**src/rtl/clkgate_pkg.sv**
```systemverilog
package clkgate_pkg;
  localparam int SEL_W  = 2;
  localparam int N_DOM  = 6;
  localparam int N_DIV  = 2;
  localparam int REG_W  = 8;
  localparam int ADDR_W = 2;

  localparam int D_LB   = 0;
  localparam int D_DMA  = 1;
  localparam int D_BR   = 2;
  localparam int D_IRQ  = 3;
  localparam int D_HP   = 4;
  localparam int D_DISP = 5;

  localparam int DV_MAIN = 0;
  localparam int DV_DISP = 1;

  typedef struct packed {
    logic [SEL_W-1:0] main_div;
    logic [SEL_W-1:0] disp_div;
    logic             irq_main;
    logic             if_idle;
    logic             lb_idle;
    logic             hp_idle;
    logic             disp_idle;
    logic             lb_en;
    logic             dma_req;
    logic             disp_en;
  } cfg_t;
endpackage

```
**src/rtl/clkgate_div.sv**
```systemverilog
module clkgate_div
  import clkgate_pkg::*;
(
  input  logic             clk,
  input  logic             rst_n,
  input  logic [SEL_W-1:0] div_sel,
  output logic             tick_o
);
  localparam int CNT_W = (2 ** SEL_W) - 1;

  logic [CNT_W-1:0] cnt_q, cnt_n;
  logic [SEL_W-1:0] act_q, act_n;
  logic [CNT_W:0]   one_sh;
  logic [CNT_W-1:0] lim;

  always_comb begin
    one_sh = (CNT_W+1)'(1) << act_q;
    lim    = one_sh[CNT_W-1:0] - CNT_W'(1);
    tick_o = (cnt_q == lim);
    if (tick_o) begin
      cnt_n = '0;
      act_n = div_sel;
    end else begin
      cnt_n = cnt_q + CNT_W'(1);
      act_n = act_q;
    end
  end

  always_ff @(posedge clk or negedge rst_n) begin
    if (!rst_n) begin
      cnt_q <= '0;
      act_q <= '0;
    end else begin
      cnt_q <= cnt_n;
      act_q <= act_n;
    end
  end
endmodule

```
**src/rtl/clkgate_regs.sv**
```systemverilog
module clkgate_regs
  import clkgate_pkg::*;
(
  input  logic              clk,
  input  logic              rst_n,
  input  logic              wr_en,
  input  logic [ADDR_W-1:0] wr_addr,
  input  logic [REG_W-1:0]  wr_data,
  input  logic [ADDR_W-1:0] rd_addr,
  input  logic [N_DOM-1:0]  status,
  output logic [REG_W-1:0]  rd_data,
  output cfg_t              cfg_o
);
  cfg_t cfg_q, cfg_n;

  always_comb begin
    cfg_n = cfg_q;
    if (wr_en) begin
      case (wr_addr)
        ADDR_W'(0): begin
          cfg_n.main_div = wr_data[SEL_W-1:0];
          cfg_n.disp_div = wr_data[2*SEL_W-1:SEL_W];
          cfg_n.irq_main = wr_data[2*SEL_W];
        end
        ADDR_W'(1): begin
          cfg_n.if_idle   = wr_data[0];
          cfg_n.lb_idle   = wr_data[1];
          cfg_n.hp_idle   = wr_data[2];
          cfg_n.disp_idle = wr_data[3];
        end
        ADDR_W'(2): begin
          cfg_n.lb_en   = wr_data[0];
          cfg_n.dma_req = wr_data[1];
          cfg_n.disp_en = wr_data[2];
        end
        default: ;
      endcase
    end
  end

  always_ff @(posedge clk or negedge rst_n) begin
    if (!rst_n) begin
      cfg_q.main_div  <= '0;
      cfg_q.disp_div  <= '0;
      cfg_q.irq_main  <= 1'b1;
      cfg_q.if_idle   <= 1'b0;
      cfg_q.lb_idle   <= 1'b0;
      cfg_q.hp_idle   <= 1'b0;
      cfg_q.disp_idle <= 1'b0;
      cfg_q.lb_en     <= 1'b1;
      cfg_q.dma_req   <= 1'b1;
      cfg_q.disp_en   <= 1'b1;
    end else begin
      cfg_q <= cfg_n;
    end
  end

  always_comb begin
    rd_data = '0;
    case (rd_addr)
      ADDR_W'(0): rd_data[2*SEL_W:0] = {cfg_q.irq_main, cfg_q.disp_div, cfg_q.main_div};
      ADDR_W'(1): rd_data[3:0] = {cfg_q.disp_idle, cfg_q.hp_idle, cfg_q.lb_idle, cfg_q.if_idle};
      ADDR_W'(2): rd_data[2:0] = {cfg_q.disp_en, cfg_q.dma_req, cfg_q.lb_en};
      default:    rd_data[N_DOM-1:0] = status;
    endcase
  end

  assign cfg_o = cfg_q;
endmodule

```
**src/rtl/clkgate_qual.sv**
```systemverilog
module clkgate_qual
  import clkgate_pkg::*;
(
  input  cfg_t             cfg,
  input  logic             idle_req,
  input  logic             dsp_idle,
  input  logic [N_DIV-1:0] tick,
  output logic [N_DOM-1:0] run_o,
  output logic [N_DOM-1:0] tick_o
);
  logic if_stop;

  always_comb begin
    if_stop = idle_req & cfg.if_idle;

    run_o[D_LB]   = cfg.lb_en & ~(idle_req & cfg.lb_idle);
    run_o[D_DMA]  = cfg.dma_req & ~if_stop;
    run_o[D_BR]   = ~if_stop;
    run_o[D_IRQ]  = ~if_stop;
    run_o[D_HP]   = ~(idle_req & cfg.hp_idle & dsp_idle);
    run_o[D_DISP] = cfg.disp_en & ~(idle_req & cfg.disp_idle);

    tick_o         = {N_DOM{tick[DV_MAIN]}};
    tick_o[D_IRQ]  = cfg.irq_main ? tick[DV_MAIN] : 1'b1;
    tick_o[D_DISP] = tick[DV_DISP];
  end
endmodule

```
**src/rtl/clkgate_unit.sv**
```systemverilog
module clkgate_unit
  import clkgate_pkg::*;
(
  input  logic              clk,
  input  logic              rst_n,
  input  logic              wr_en,
  input  logic [ADDR_W-1:0] wr_addr,
  input  logic [REG_W-1:0]  wr_data,
  input  logic [ADDR_W-1:0] rd_addr,
  output logic [REG_W-1:0]  rd_data,
  input  logic              idle_req,
  input  logic              dsp_idle,
  output logic [N_DOM-1:0]  ce_o,
  output logic [N_DOM-1:0]  st_o
);
  cfg_t             cfg_q;
  logic [SEL_W-1:0] div_sel [N_DIV];
  logic [N_DIV-1:0] tick;
  logic [N_DOM-1:0] run, dom_tick;
  logic [N_DOM-1:0] ce_q, ce_n, st_q, st_n;

  clkgate_regs u_regs (
    .clk(clk), .rst_n(rst_n), .wr_en(wr_en), .wr_addr(wr_addr),
    .wr_data(wr_data), .rd_addr(rd_addr), .status(st_q),
    .rd_data(rd_data), .cfg_o(cfg_q)
  );

  assign div_sel[DV_MAIN] = cfg_q.main_div;
  assign div_sel[DV_DISP] = cfg_q.disp_div;

  for (genvar g = 0; g < N_DIV; g++) begin : g_div
    clkgate_div u_div (
      .clk(clk), .rst_n(rst_n), .div_sel(div_sel[g]), .tick_o(tick[g])
    );
  end

  clkgate_qual u_qual (
    .cfg(cfg_q), .idle_req(idle_req), .dsp_idle(dsp_idle),
    .tick(tick), .run_o(run), .tick_o(dom_tick)
  );

  always_comb begin
    st_n = run;
    ce_n = run & dom_tick;
  end

  always_ff @(posedge clk or negedge rst_n) begin
    if (!rst_n) begin
      ce_q <= '0;
      st_q <= '0;
    end else begin
      ce_q <= ce_n;
      st_q <= st_n;
    end
  end

  assign ce_o = ce_q;
  assign st_o = st_q;
endmodule

```
**config.mk**
```make
export PLATFORM = sky130hd
export DESIGN_NAME = clkgate_unit
export DESIGN_NICKNAME = d
export VERILOG_FILES = /design/src/rtl/clkgate_pkg.sv /design/src/rtl/clkgate_div.sv /design/src/rtl/clkgate_regs.sv /design/src/rtl/clkgate_qual.sv /design/src/rtl/clkgate_unit.sv
export SDC_FILE = /design/constraint.sdc
export NUM_CORES = 1
export LEC_CHECK = 0
export BUFFER_PORTS_ARGS = -buffer_cell sky130_fd_sc_hd__buf_4
export CORE_MARGIN = 2
export CORE_UTILIZATION = 48
export DETAILED_ROUTE_END_ITERATION = 8
export PLACE_DENSITY_LB_ADDON = 0.15
export SYNTH_ARGS = -nofsm -noshare
export SYNTH_HDL_FRONTEND = slang
export SYNTH_SLANG_ARGS = --single-unit
```
**constraint.sdc**
```tcl
create_clock -name clk -period 1.62 [get_ports clk]
set_input_delay 0.486 -clock clk [delete_from_list [all_inputs] [get_ports clk]]
set_output_delay 0.486 -clock clk [all_outputs]
set_load 0.02 [all_outputs]
```
==> metrics.csv <==
metric,value,unit
status,"complete, but fails checks",
failing checks,negative setup slack,
reg2reg setup slack,0.27,ns
# IOs,37,
Worst setup SP type,flip-flop,
Hold WC Path Type,in2async,
Die Area,3960,µm²
final wirelength,3330,µm
Final Cycle Share,115,%
hold-fix buffer count after cts,0,
most frequent cells in the layout,"buf_4, dfrtp_1, mux2_2",
Comb power frac,36.2,%
drc violations,0,
Sw Share,37.1,%
post-synthesis async set-or-reset flop share,100,%
die height,62.9,µm
PortBufs,31,
total CTS buffers,5,
largest net degree at the start of global routing,34,
power density cells,1520,nW/µm²
global placement routability congestion,0.730,
synthesized cell area,1670,µm²
Clock Power Share,17.2,%
r2r worst-path depth,3,
core area,3340,µm²
Seq pwr share,46.6,%
"Max FO, Critical Path",2,
Max Root-Sink Buffers,2,
H-tree lvl count,2,
Post-Syn Instances,140,
Power Internal,0.00194,W
pins over their slew limit,0,
CTS root buf,clkbuf_4,
Crit Path Class,reg2out,
min Tclk post-route,1.86,ns
worst setup margin,-0.243,ns
Horiz. Die Dim,62.9,µm
"Top FF cell, synth",dfrtp_1,
NetSw,0.00114,W
Final Net Count,192,
first-pass GRT wire length,5630,µm
Synth Register Bits,33,
Crit. End Element,output port,
R2R Path End,ce_o[5],
Synth cell types,49,
syn_area_per_cell,11.9,µm²
final instance area,2020,µm²
DP Cell Count,208,
antenna violations before repair,0,
Fin Clk Skew,0.0113,ns
final hold vios,0,
Finished Layout Cells,220,
"commonest non-fill, non-tap cell in the layout",buf_4,
aggregate global-route resource usage,19.1,%
vias in the first global route,1153,
Ant. Diodes,0,
register area share after synthesis,49.8,%
Max-Cap Viols,0,
WL per Instance,15.1,µm
Setup-failing EPs final,4,
1st-iter DRT viols,44,
Final Power,0.00308,W
WP data required,1.13,ns
placed wire-length estimate,2430,µm
YS warnings,0,
fmax,537,MHz
RSZ-0062 raised after global routing,true,
"EDFF count, synth",0,
dpl cell area,1890,µm²
Post-DRT Antenna Nets,0,
vias,1183,
standard-cell rows,21,
Initial DRT Pass Iterations,4,
Worst-Skew Late Latency,0.34,ns
Leak Pwr,0.904,nW
layout cells sized above 1,41.4,%
clock sinks,33,
Congestion Overflow GR,0,
reg-to-reg startpoint,g_div[1].u_div.cnt_q[1],
Starting Density,50.0,%
CTS tree,built,
critical path arrival,1.38,ns
Worst VDD drop,0.725,mV
Via-to-Cell Ratio,5.38,
Area growth syn-to-layout,21.2,%
dpl ws,-0.190,ns
Worst-path clk slew,0.10,ns
==> worst max-delay path by stage <==
stage,start,end,slack [ns],cells after the start
global route,u_regs.cfg_o[4],rd_data[2],-0.30,2
floorplan,rd_addr[0],rd_data[0],-0.02,2
detailed placement,rd_addr[0],rd_data[1],-0.19,3
global placement,rd_addr[0],rd_data[0],-0.19,3
CTS,st_o[3],rd_data[2],-0.26,2
finish,st_o[3],rd_data[2],-0.24,2
==> cell families after synthesis <==
kind of cell             synth area share, %
AND/OR/NAND/NOR                         16.2
flip-flops                              49.8
AO/OA/AOI/OAI                           11.9
multiplexers                            12.8
buffers and inverters                   6.08
XOR/XNOR                                1.58
adder cells (fa/ha/maj)                 1.50
other                                  0.225
==> stage by stage <==
| stage | hold slack, ns | setup TNS (ns) | util (%) |
|---|---|---|---|
| 4_1_cts | 0.0657 | -0.827 | 59.9 |
| 2_1_floorplan | 0.190 | -0.0488 | - |
| 3_5_place_dp | 0.451 | -0.555 | 56.8 |
| 5_1_grt | 0.0583 | -1.24 | 60.6 |
| 3_3_place_gp | 0.450 | -0.540 | 56.8 |
| 6_report | 0.0570 | -0.839 | 60.6 |
==> cell usage after synthesis, types with 2 or more instances <==
master,number,area share (%)
nor2b_1,3,1.1
and3_1,3,1.1
nand3_1,4,1.2
nand4_1,2,0.75
nor2_1,6,1.4
mux4_2,3,4.1
a211oi_1,2,0.90
a21boi_0,7,3.2
dfrtp_1,29,44
nor4b_1,2,1.1
buf_6,3,2.0
ha_1,2,1.5
buf_4,3,1.4
o31ai_1,2,0.90
nor3_1,2,0.60
o21ai_0,4,1.2
inv_1,3,0.68
xnor2_1,2,1.1
a21oi_1,3,0.90
nand2_1,6,1.4
dfstp_2,4,6.3
and2_1,2,0.75
mux2_2,12,8.1
buf_2,5,1.5
nand3b_1,2,0.90
==> routing by layer <==
metal | up-vias | global-route usage [%] | wire length, µm
met5 | - | 0 | 0
met4 | 0 | 8.33 | 64
met3 | 7 | 6.31 | 172
met2 | 29 | 29.5 | 1540
met1 | 573 | 24.3 | 1550
li1 | 574 | - | -
==> layout make-up <==
cell class                      instances  area, µm²
Multi-Input combinational cell         92        739
Clock inverter                          1       5.00
Sequential cell                        33        831
Timing Repair Buffer                   38        312
Clock buffer                            7       65.1
Inverter                                3       11.3
Fill cell                             287       1320
Tap cell                               46       57.6
==> sequential cells by signal, indices dropped and copies added, names as in the netlist <==
name	flops
g_div.u_div.cnt_q	6
ce_o	6
u_regs.cfg_o	12
g_div.u_div.act_q	4
st_o	5
==> repair_timing <==
item	CTS	global route
cloned	0	0
pin swaps	0	1
gates resized for setup	3	4
setup endpoints to repair	5	5
setup buffers	3	1
==> power groups by stage <==
stage / combinational, W / clock [W] / sequential [W]
3_5_place_dp: 0.00107 / 0 / 0.00146
4_1_cts: 0.00111 / 0.000547 / 0.00143
6_report: 0.00112 / 0.000529 / 0.00144
3_3_place_gp: 0.00103 / 0 / 0.00143
2_1_floorplan: 0.000953 / 0 / 0.00130
5_1_grt: 0.00124 / 0.000601 / 0.00149
==> critical path: stages, from the launching register on <==
cell     delay, ns
dfrtp_1       0.41
mux4_2        0.48
buf_6         0.15
Note: power is estimated with default switching activity, not from simulation.
